$ cat src/rtl/itmr_pkg.sv
package itmr_pkg;
    localparam int unsigned ADDR_W  = 3;
    localparam int unsigned WORD_W  = 32;
    localparam logic [ADDR_W-1:0] ADR_COUNT = 3'd0;
    localparam logic [ADDR_W-1:0] ADR_LIMIT = 3'd1;
    localparam logic [ADDR_W-1:0] ADR_PEEK  = 3'd2;
    localparam logic [ADDR_W-1:0] ADR_RUN   = 3'd3;
    localparam logic [ADDR_W-1:0] ADR_MODE  = 3'd4;
endpackage

$ cat src/rtl/itmr_regs.sv
module itmr_regs
    import itmr_pkg::*;
#(
    parameter int unsigned CNT_W     = 21,
    parameter int unsigned FIELD_LSB = 10
) (
    input  logic              clk,
    input  logic              rst_n,
    input  logic              wr_en_i,
    input  logic [ADDR_W-1:0] addr_i,
    input  logic [WORD_W-1:0] wdata_i,
    output logic [CNT_W-1:0]  limit_o,
    output logic              run_o,
    output logic              user_o,
    output logic              restart_o
);
    typedef struct packed {
        logic [CNT_W-1:0] lim;
        logic             run;
        logic             user;
    } regs_t;

    regs_t r_d, r_q;

    always_comb begin
        r_d       = r_q;
        restart_o = 1'b0;
        if (wr_en_i) begin
            case (addr_i)
                ADR_LIMIT: begin
                    r_d.lim   = wdata_i[FIELD_LSB +: CNT_W];
                    restart_o = 1'b1;
                end
                ADR_RUN:  r_d.run  = wdata_i[0];
                ADR_MODE: r_d.user = wdata_i[0];
                default:  ;
            endcase
        end
    end

    always_ff @(posedge clk) begin
        if (!rst_n) r_q <= '0;
        else        r_q <= r_d;
    end

    assign limit_o = r_q.lim;
    assign run_o   = r_q.run;
    assign user_o  = r_q.user;

    // run bit only changes through its own register write
    a_r10_run_hold: assert property (@(posedge clk) disable iff (!rst_n)
        !(wr_en_i && addr_i == ADR_RUN) |=> $stable(run_o));
    // mode bit only changes through its own register write
    a_r10_mode_hold: assert property (@(posedge clk) disable iff (!rst_n)
        !(wr_en_i && addr_i == ADR_MODE) |=> $stable(user_o));
endmodule

$ cat src/rtl/itmr_counter.sv
module itmr_counter #(
    parameter int unsigned CNT_W = 21
) (
    input  logic             clk,
    input  logic             rst_n,
    input  logic             tick_i,
    input  logic             restart_i,
    input  logic             clear_i,
    input  logic             user_i,
    input  logic             run_i,
    input  logic [CNT_W-1:0] limit_i,
    output logic [CNT_W-1:0] count_o,
    output logic             flag_o
);
    localparam logic [CNT_W-1:0] ONE = CNT_W'(1);

    typedef struct packed {
        logic [CNT_W-1:0] cnt;
        logic             flag;
    } cnt_t;

    cnt_t c_d, c_q;
    logic [CNT_W-1:0] inc;
    logic             step, hit;

    always_comb begin
        inc  = c_q.cnt + ONE;
        step = tick_i && (!user_i || run_i);
        hit  = tick_i && !user_i && (inc == limit_i);
        c_d  = c_q;
        if (restart_i) begin
            c_d.cnt  = ONE;
            c_d.flag = 1'b0;
        end else begin
            if (step) c_d.cnt = hit ? ONE : inc;
            if (hit)          c_d.flag = 1'b1;
            else if (clear_i) c_d.flag = 1'b0;
        end
    end

    always_ff @(posedge clk) begin
        if (!rst_n) begin
            c_q.cnt  <= ONE;
            c_q.flag <= 1'b0;
        end else begin
            c_q <= c_d;
        end
    end

    assign count_o = c_q.cnt;
    assign flag_o  = c_q.flag;

    // a limit write leaves count 1 and the flag clear
    a_r2_restart: assert property (@(posedge clk) disable iff (!rst_n)
        restart_i |=> (count_o == ONE) && !flag_o);
    // no tick and no restart keeps the count
    a_r5_hold: assert property (@(posedge clk) disable iff (!rst_n)
        (!tick_i && !restart_i) |=> $stable(count_o));
    // stopped user mode keeps the count
    a_r9_stopped: assert property (@(posedge clk) disable iff (!rst_n)
        (user_i && !run_i && !restart_i) |=> $stable(count_o));
    // the flag never rises from a user-mode cycle
    a_r9_no_flag: assert property (@(posedge clk) disable iff (!rst_n)
        user_i |=> !$rose(flag_o));
endmodule

$ cat src/rtl/itmr_top.sv
module itmr_top
    import itmr_pkg::*;
#(
    parameter bit HALF_US_STEP = 1'b0
) (
    input  logic              clk,
    input  logic              rst_n,
    input  logic              tick_i,
    input  logic              wr_en_i,
    input  logic              rd_en_i,
    input  logic [ADDR_W-1:0] addr_i,
    input  logic [WORD_W-1:0] wdata_i,
    output logic [WORD_W-1:0] rdata_o,
    output logic              irq_o
);
    localparam int unsigned CNT_W     = HALF_US_STEP ? 22 : 21;
    localparam int unsigned FIELD_LSB = (WORD_W - 1) - CNT_W;

    logic [CNT_W-1:0] limit_w, count_w;
    logic             run_w, user_w, restart_w, flag_w, clear_w;

    assign clear_w = rd_en_i && (addr_i == ADR_LIMIT);

    itmr_regs #(.CNT_W(CNT_W), .FIELD_LSB(FIELD_LSB)) u_regs (
        .clk       (clk),
        .rst_n     (rst_n),
        .wr_en_i   (wr_en_i),
        .addr_i    (addr_i),
        .wdata_i   (wdata_i),
        .limit_o   (limit_w),
        .run_o     (run_w),
        .user_o    (user_w),
        .restart_o (restart_w)
    );

    itmr_counter #(.CNT_W(CNT_W)) u_cnt (
        .clk       (clk),
        .rst_n     (rst_n),
        .tick_i    (tick_i),
        .restart_i (restart_w),
        .clear_i   (clear_w),
        .user_i    (user_w),
        .run_i     (run_w),
        .limit_i   (limit_w),
        .count_o   (count_w),
        .flag_o    (flag_w)
    );

    always_comb begin
        rdata_o = '0;
        case (addr_i)
            ADR_COUNT: begin
                rdata_o[WORD_W-1]            = flag_w;
                rdata_o[FIELD_LSB +: CNT_W]  = count_w;
            end
            ADR_LIMIT, ADR_PEEK: begin
                rdata_o[WORD_W-1]            = flag_w;
                rdata_o[FIELD_LSB +: CNT_W]  = limit_w;
            end
            ADR_RUN:  rdata_o[0] = run_w;
            ADR_MODE: rdata_o[0] = user_w;
            default:  rdata_o = '0;
        endcase
    end

    assign irq_o = flag_w;

    // bits below the count field always read zero on count words
    a_r4_low_zero: assert property (@(posedge clk) disable iff (!rst_n)
        (addr_i <= ADR_PEEK) |-> (rdata_o[FIELD_LSB-1:0] == '0));
    // the request stays high unless a limit read or write clears it
    a_r8_irq_sticky: assert property (@(posedge clk) disable iff (!rst_n)
        (irq_o && !clear_w && !restart_w) |=> irq_o);
    // a limit read with no tick drops the request next cycle
    a_r6_clear: assert property (@(posedge clk) disable iff (!rst_n)
        (clear_w && !tick_i) |=> !irq_o);
endmodule

$ cat config.mk
export PLATFORM = sky130hd
export DESIGN_NAME = itmr_top
export DESIGN_NICKNAME = d
export VERILOG_FILES = /design/src/rtl/itmr_pkg.sv /design/src/rtl/itmr_regs.sv /design/src/rtl/itmr_counter.sv /design/src/rtl/itmr_top.sv
export SDC_FILE = /design/constraint.sdc
export NUM_CORES = 1
export LEC_CHECK = 0
export ABC_AREA = 1
export BUFFER_PORTS_ARGS = -buffer_cell sky130_fd_sc_hd__buf_2
export CORE_UTILIZATION = 26
export DETAILED_ROUTE_END_ITERATION = 12
export GPL_TIMING_DRIVEN = 0
export HOLD_SLACK_MARGIN = 0.06
export PLACE_DENSITY_LB_ADDON = 0.25
export SLEW_MARGIN = 20
export SYNTH_ARGS = -nofsm -noshare
export SYNTH_HDL_FRONTEND = slang
export SYNTH_HIERARCHICAL = 1
export SYNTH_SLANG_ARGS = --single-unit
$ cat constraint.sdc
create_clock -name clk -period 3.7 [get_ports clk]
set_input_delay 0.37 -clock clk [delete_from_list [all_inputs] [get_ports clk]]
set_output_delay 0.37 -clock clk [all_outputs]
set_load 0.05 [all_outputs]
# After elaboration in Yosys (flattened, before gate mapping)
# Index checks and enable logic that the tools add are counted.
word_totals:
  regBits: 45
  input_bits: 40
op_classes:
  n_addsub: 1
  n_eq_ne: 5
  n_mux: 7
  n_bitwise: 1
  n_reduce_logical: 13
ops:
  columns: ["op", "count"]
  rows:
  - ["case mux 22 bit (2 select lines)", 1]
  - ["adder 21 x 1 -> 21 bit (second input constant)", 1]
  - ["== test 21 bit", 1]
  - ["two-way mux 21 bit", 1]
  - ["== test 3 x 2 -> 1 bit (second input constant)", 2]
  - ["AND reduction 2 bit", 3]
  - ["logical AND 1 bit", 4]
  - ["two-way mux 1 bit", 4]
  - ["OR reduction 2 bit", 2]
  - ["== test 3 x 1 -> 1 bit (second input constant)", 1]
  - ["== test 3 bit (second input constant)", 1]
  - ["zero test 3 bit", 1]
  - ["case mux 1 bit (2 select lines)", 1]
  - ["nonzero test 2 bit", 1]
  - ["zero test 1 bit", 1]
  - ["logical OR 1 bit", 1]
  - ["NOT 1 bit", 1]

# Longest topological paths before layout
# Gate-level depths: netlist of run 1.
logic_depth:
  depth_word: 4
  depth_mapped: 17

# By module
# The synthesis of run 1 kept the hierarchy.
modules_own_cells:
  columns: ["module", "n_inst", "cells_per_inst", "area_each_um2", "seq_area_each_um2"]
  rows:
  - ["itmr_counter", 1, 355, 2095.8, 440.4]
  - ["itmr_regs", 1, 159, 1061.0, 460.4]
  - ["itmr_top", 1, 94, 471.7, 0.0]

# Worst setup path after synthesis of run 1
# OpenSTA, ideal clock, no wires.
synth_path:
  path_kind: "reg-to-reg"
  startpoint: "register u_cnt.c_q, in the netlist u_cnt/count_o[1]"
  endpoint: "register u_cnt.c_q, in the netlist u_cnt/count_o[13]"
  setup_time_ns: 0.142
  arrival_time_ns: 1.829
  path_slack_ns: 1.729
  stages_incl_launch_ff: 16
  n_path_buf: 1
  period_less_slack_ns: 1.971
  path_cell_list: "dfxtp_1 ha_1 nand2_2 nor2_8 nand3_1 nand2_1 nor2_1 nor2_1 nand2_1 nor2_1 nand3_1 nor2_2 nand2_4 buf_6 nand2_2 a21oi_2"
synth_via:
  elab_chain_len: 4
synth_lines:
  columns: ["element", "line", "rtl"]
  rows:
  - ["start, declared", "itmr_counter.sv:22", "cnt_t c_d, c_q;"]
  - ["adder 21 x 1 -> 21 bit *", "itmr_counter.sv:27", "inc = c_q.cnt + ONE;"]
  - ["== test 21 bit", "itmr_counter.sv:29", "hit = tick_i && !user_i && (inc == limit_i);"]
  - ["logical AND 1 bit", "itmr_counter.sv:29", null]
  - ["two-way mux 21 bit *", "itmr_counter.sv:35", "if (step) c_d.cnt = hit ? ONE : inc;"]
# Every way passes the cells marked *; elsewhere a longest branch is shown, timed or not.
# A chain may end at the register's enable or synchronous reset.

# Worst setup path in the final report of run 1
layout_path:
  startpoint: "register u_cnt.c_q, in the netlist u_cnt/count_o[0]"
  endpoint: "register u_cnt.c_q, in the netlist u_cnt/count_o[19]"
# The elaborated chain is that of the path after synthesis.

==> flow_metrics.py, run 1 <==
metrics = {
    "setup_path": {
        "crit_path_end": "u_cnt/count_o[19]",
        "regToRegStartpoint": "u_cnt/count_o[0]",
        "required_ns": 3.85,
        "cp_top_family": "simple AND/OR/NAND/NOR gates",
        "cp_max_fo": 10,
        "path_depth": 15,
        "reg2reg_depth": 15,
        "crit_arrival_ns": 2.74,
        "ff2ff_setup_slack_ns": 1.11,
        "crit_start": "u_cnt/count_o[0]",
        "path_class": "register to register",
        "crit_slowest_cell": "dfxtp_1",
        "crit_buf_inv": 2,
        "cp_cell_sequence": "ha_1 -> nand3_1 -> nor2_2 -> nand2_1 -> nand3_1 -> nand2_1 -> inv_1 -> nand2_1 -> nor2_1 -> nand3_1 -> nor2_2 -> nand2_4 -> buf_6 -> nand2_2 -> a21oi_2",
        "cpPeakStageDelay_ns": 0.47,
        "r2r_end": "u_cnt/count_o[19]",
        "startpoint_type": "register",
        "end_kind": "register",
    },
    "sta": {
        "max_freq_ghz": 0.386,
        "finalSetupViolCount": 0,
        "fin_crit_sh": 0.700,
        "relSlewSlack": 0.472,
        "rsz0062_at_grt": "false",
        "fin_skew_ns": 0.00477,
        "tightest_slew_ns": 0.793,
        "slew_viol_final": 0,
        "period_minus_slack_ns": 2.59,
        "finalHoldViolations": 0,
        "hold_ws_ns": 0.361,
        "fin_setup_tns_ns": 0,
    },
    "clock_network": {
        "clock_latency_ns": 0.29,
        "cts-buffers-inserted": 5,
        "ctsResizeCount": 0,
        "numClockSinks": 45,
        "clockRootBuffer": "clkbuf_16",
        "cts_tree": "built",
        "cts_buffer_depth": 2,
        "htree_levels": 2,
        "postCtsSetupBuffers": 0,
        "hold_buffers": 0,
        "path_clk_slew_ns": 0.06,
    },
    "placed_design": {
        "dp_hpwl_um": 8660,
        "io_buffers": 53,
        "gp_congestion": 0.848,
    },
    "global_routing": {
        "first_global_vias": 3468,
        "grt_max_degree": 15,
        "grt_antenna_before_repair": 0,
        "grt_pass1_wl_um": 17800,
        "overflow": 0,
        "grt_use_total": 0.159,
    },
    "detailed_routing": {
        "drt_iter0_markers": 177,
        "wl_um": 11100,
        "vias": 3785,
        "drc": 0,
        "dr_wl_met3_um": 436,
        "met1Wirelength_um": 5220,
        "ant_nets": 0,
        "drtPass1Iterations": 4,
        "topRoutingLayerUsed": "met4",
        "routed_via_density": 4.44,
        "wl_met2_um": 5200,
        "post_drt_wl_per_cell_um": 13.0,
    },
    "power_and_ir_drop": {
        "vdd_drop_max_mv": 0.178,
        "p_int_uw": 895,
        "power_frac_clock": 0.409,
        "power.switching_uw": 385,
        "switching_share": 0.301,
        "power_leakage_nw": 1.92,
        "combPwrFrac": 0.188,
        "seq_power_share": 0.404,
        "power_density_mw_per_mm2": 297,
    },
    "yosys": {
        "synth_top_area_frac": 0.248,
        "ys_types": 34,
        "synth_area_leaders": "dfxtp_1 25%, nand2_1 17%, nand3_1 10%",
        "synth-seq-cells": 45,
        "synth.avg_cell_area_sq_um": 5.97,
        "yosys.area.top_type": "dfxtp_1",
        "netlist_area_sq_mm": 0.00363,
        "ys_seq_area_frac": 0.248,
        "ys_warn_count": 6,
        "synth_cells": 608,
    },
    "floorplanning": {
        "coreArea_sq_mm": 0.0134,
        "initial_utilization": 0.271,
        "fp.dieW_um": 120,
        "io_pins": 73,
        "die_area_sq_mm": 0.0144,
        "rows": 42,
        "die_h_um": 120,
    },
    "flow_run": {
        "cap_violations": 0,
    },
    "worst_hold_path": {
        "hp-class": "input pin to register",
    },
    "final_layout": {
        "antenna_cells": 0,
        "drive_gt1_frac": 0.211,
        "layout.nets": 717,
        "final_common_cell": "nand2_1",
        "area_growth_pct": 18.8,
        "final_cell_mix": "166 x nand2_1, 88 x nor2_1, 73 x nand3_1, 72 x inv_1, 58 x buf_2",
    },
    "status": {
        "outcome": "complete, no violations",
    },
}
## flip-flops by register name (all words and copies together), names as in the netlist
name            cells
u_cnt/count_o      21
u_cnt/flag_o        1
u_regs/limit_o     21
u_regs/run_o        1
u_regs/user_o       1
## area by class of cell
cell class                 instances  area [sq um]
clock inverter                     2          38.8
timing repair buffer              53           265
fill                            1557          9090
buffer                            33           231
inverter                          76           285
clock buffer                       6           129
tap                              176           220
sequential                        45           901
multi-input combinational        462          2240
## stage by stage
stage | util | cell area, sq um | power (mW) | setup slack, ns | std cells
final | 0.322 | 4310 | 1.28 | 1.11 | 853
after global routing | 0.322 | 4310 | 1.34 | 0.871 | 853
after CTS | 0.322 | 4310 | 1.30 | 1.09 | 853
after detailed placement | 0.309 | 4140 | 0.768 | 1.09 | 845
after global placement | 0.309 | 4140 | 0.768 | 1.11 | 845
after floorplan | - | 3660 | 0.697 | 1.73 | 616
## worst min path at each step
stage,from,endpoint,slack (ns),cells past startpoint
after floorplan,u_regs/run_o,u_regs/run_o,0.47,2
after global placement,u_regs/user_o,u_regs/user_o,0.52,2
after detailed placement,u_regs/user_o,u_regs/user_o,0.52,2
after CTS,rst_n,u_regs/limit_o[14],0.36,3
after global routing,rst_n,u_regs/limit_o[20],0.38,3
final,rst_n,u_regs/limit_o[20],0.36,3
## Yosys cell counts
library cell  count
a21oi_1          43
a21oi_2           9
a21oi_4           1
and2_1            1
buf_1             1
buf_2             5
buf_4            15
buf_6             6
clkbuf_1          6
conb_1            1
dfxtp_1          45
ha_1              1
inv_1            72
inv_2             4
nand2_1         166
nand2_2          23
nand2_4           2
nand3_1          73
nand3_2           1
nand3_4           1
nand3b_1          9
nand4_1           7
nor2_1           88
nor2_2            7
nor2_4            6
nor2_8            1
nor3_1            1
o21ai_0           3
o21ai_1           4
o21ai_2           1
o21bai_2          1
xnor2_1           1
xnor3_1           2
xor2_1            1
## layer usage
metal	GRT usage	vias to the layer above
met5	0	-
met4	0.0469	0
met3	0.0200	12
met2	0.274	96
met1	0.206	1654
li1	-	2023
## kinds of logic (layout without fill, tap and decap cells)
kind of cell	Yosys count	after routing	share of synthesized area
other	1	9	0.00103
adders and majority gates	1	1	0.00345
and+or+nand+nor	386	386	0.487
DFF	45	45	0.248
xor gates and xnor gates	4	4	0.0172
AOI/OAI and AO/OA	62	62	0.101
buffers and inverters	109	170	0.142
## power groups by stage
stage	combinational, mW	clock [mW]	sequential [mW]
after floorplan	0.175	0	0.522
after global placement	0.241	0	0.527
after detailed placement	0.241	0	0.528
after CTS	0.241	0.538	0.516
after global routing	0.265	0.558	0.518
final	0.240	0.523	0.517
## worst min-delay path: stages
cell and delay [ns]:
buf_2 0.14, nand2_1 0.07, nor2_1 0.03
No activity file was read; power rests on OpenSTA's default activity.
==> run 2: changes to the inputs <==
==> constraint.sdc (replaced) <==
create_clock -name clk -period 2.4 [get_ports clk]
set_input_delay 0.24 -clock clk [delete_from_list [all_inputs] [get_ports clk]]
set_output_delay 0.24 -clock clk [all_outputs]
set_load 0.05 [all_outputs]
==> flow_metrics.py, run 2 (synthesis results as in run 1) <==
metrics = {
    "placed_design": {
        "gp_congestion": 0.848,
        "io_buffers": 53,
        "post_dp_cell_area_sq_mm": 0.00414,
        "dp_hpwl_um": 8660,
    },
    "sta": {
        "tightest_slew_ns": 0.806,
        "fin_setup_tns_ns": 0,
        "relSlewSlack": 0.463,
        "max_freq_ghz": 0.445,
        "period_minus_slack_ns": 2.25,
        "fin_skew_ns": 0.00571,
        "slew_viol_final": 0,
        "fin_crit_sh": 0.937,
        "finalSetupViolCount": 0,
        "finalHoldViolations": 0,
    },
    "setup_path": {
        "cp_cell_sequence": "ha_4 -> nand2_2 -> nor2_8 -> nand3_1 -> nand2_2 -> nor2_1 -> nor2_1 -> nand2_1 -> nor2_2 -> nand3_1 -> nor2_2 -> nand2_4 -> buf_6 -> nand2_2 -> a21oi_2",
        "worst_path_most_repeated_cell": "nand2_2",
        "path_class": "register to register",
        "startpoint_type": "register",
        "crit_slowest_cell": "dfxtp_4",
        "end_kind": "register",
        "cpPeakStageDelay_ns": 0.39,
        "cp_max_fo": 10,
        "crit_arrival_ns": 2.39,
        "required_ns": 2.54,
    },
    "detailed_routing": {
        "wl_um": 11100,
        "ant_nets": 0,
        "drc": 0,
        "drtPass1Iterations": 4,
        "vias": 3791,
        "routed_via_density": 4.42,
        "post_drt_wl_per_cell_um": 12.9,
        "drt_iter0_markers": 169,
    },
    "final_layout": {
        "final_core_utilization": 0.329,
        "fillCellCount": 1538,
        "drive_gt1_frac": 0.239,
        "multiInputGateArea_sq_mm": 0.00228,
        "final_common_cell": "nand2_1",
        "final_cell_mix": "164 x nand2_1, 86 x nor2_1, 72 x nand3_1, 72 x inv_1, 58 x buf_2",
        "layout.nets": 722,
        "antenna_cells": 0,
        "seq_area_sq_um": 917,
        "area_growth_pct": 21.5,
        "post-route-cell-area_sq_mm": 0.00441,
    },
    "clock_network": {
        "numClockSinks": 45,
        "clock_latency_ns": 0.29,
        "cts-buffers-inserted": 5,
        "cts_buffer_depth": 2,
        "htree_levels": 2,
        "cts_tree": "built",
        "path_clk_slew_ns": 0.06,
        "clockRootBuffer": "clkbuf_16",
        "hold_buffers": 0,
    },
    "power_and_ir_drop": {
        "power_density_mw_per_mm2": 452,
        "vdd_drop_max_mv": 0.276,
        "switching_share": 0.302,
        "power_leakage_nw": 1.95,
        "power_frac_clock": 0.407,
        "combPwrFrac": 0.192,
        "power.switching_uw": 601,
        "seq_power_share": 0.401,
        "p_int_mw": 1.39,
    },
    "floorplanning": {
        "die_area_sq_mm": 0.0144,
        "coreArea_sq_mm": 0.0134,
        "fp.dieW_um": 120,
        "die_h_um": 120,
        "rows": 42,
        "io_pins": 73,
        "initial_utilization": 0.271,
    },
    "status": {
        "outcome": "complete, no violations",
    },
    "global_routing": {
        "grt_pass1_wl_um": 17800,
        "first_global_vias": 3472,
        "overflow": 0,
        "grt_use_total": 0.159,
        "grt_antenna_before_repair": 0,
        "grt_max_degree": 15,
    },
    "flow_run": {
        "cap_violations": 0,
    },
    "worst_hold_path": {
        "hp-class": "input pin to register",
    },
}
[run 2: area by class of cell]
type,instances,area share
Multi-Input combinational cell,462,0.518
Sequential cell,45,0.208
Timing Repair Buffer,58,0.0687
Inverter,76,0.0647
Buffer,33,0.0525
Tap cell,176,0.0500
Clock buffer,6,0.0292
Clock inverter,2,0.00880
[run 2: final timing paths]
check             cells after the start            endpoint  slack [ns]        startpoint
hold reg to reg                       2    u_cnt/count_o[5]        0.52  u_cnt/count_o[5]
setup reg to reg                     15   u_cnt/count_o[19]        0.15  u_cnt/count_o[1]
hold / removal                        3  u_regs/limit_o[20]        0.23             rst_n
setup / recovery                     15   u_cnt/count_o[19]        0.15  u_cnt/count_o[1]
[run 2: power groups by stage]
stage | combinational [mW] | clock (mW) | sequential [mW]
floorplan | 0.270 | 0 | 0.804
global route | 0.422 | 0.861 | 0.800
global placement | 0.371 | 0 | 0.813
detailed placement | 0.371 | 0 | 0.813
finish | 0.383 | 0.810 | 0.799
CTS | 0.373 | 0.830 | 0.797
[run 2: per-layer routing]
layer / vias to the layer above / routed length, um / global-route usage
met5: - / 0 / 0
met4: 0 / 263 / 0.0469
met3: 15 / 460 / 0.0200
met2: 108 / 5180 / 0.274
met1: 1633 / 5190 / 0.206
li1: 2035 / - / -
[run 2: critical path, delay by kind of cell, from the launching register on]
kind                     cells  cell delay (ns)
AND/OR/NAND/NOR             12             1.29
adder cells (fa/ha/maj)      1             0.19
flip-flops                   1             0.39
AO/OA/AOI/OAI                1             0.05
buffers and inverters        1             0.17
[run 2: what timing repair did]
action,4_1_cts,5_1_grt
setup endpoints to repair,20,20
setup buffers,0,5
gates resized for setup,4,17
pin swaps,0,5
endpoints found under the hold margin,0,0
gates cloned,0,0
[run 2: per-stage QoR]
step	total power, mW	hold WS [ns]	setup WS [ns]	std cells
floorplan	1.07	0.361	0.429	616
global placement	1.18	0.515	-0.189	845
detailed placement	1.18	0.516	-0.206	845
CTS	2.00	0.229	0.0166	853
global route	2.08	0.249	-0.0113	858
finish	1.99	0.233	0.152	858
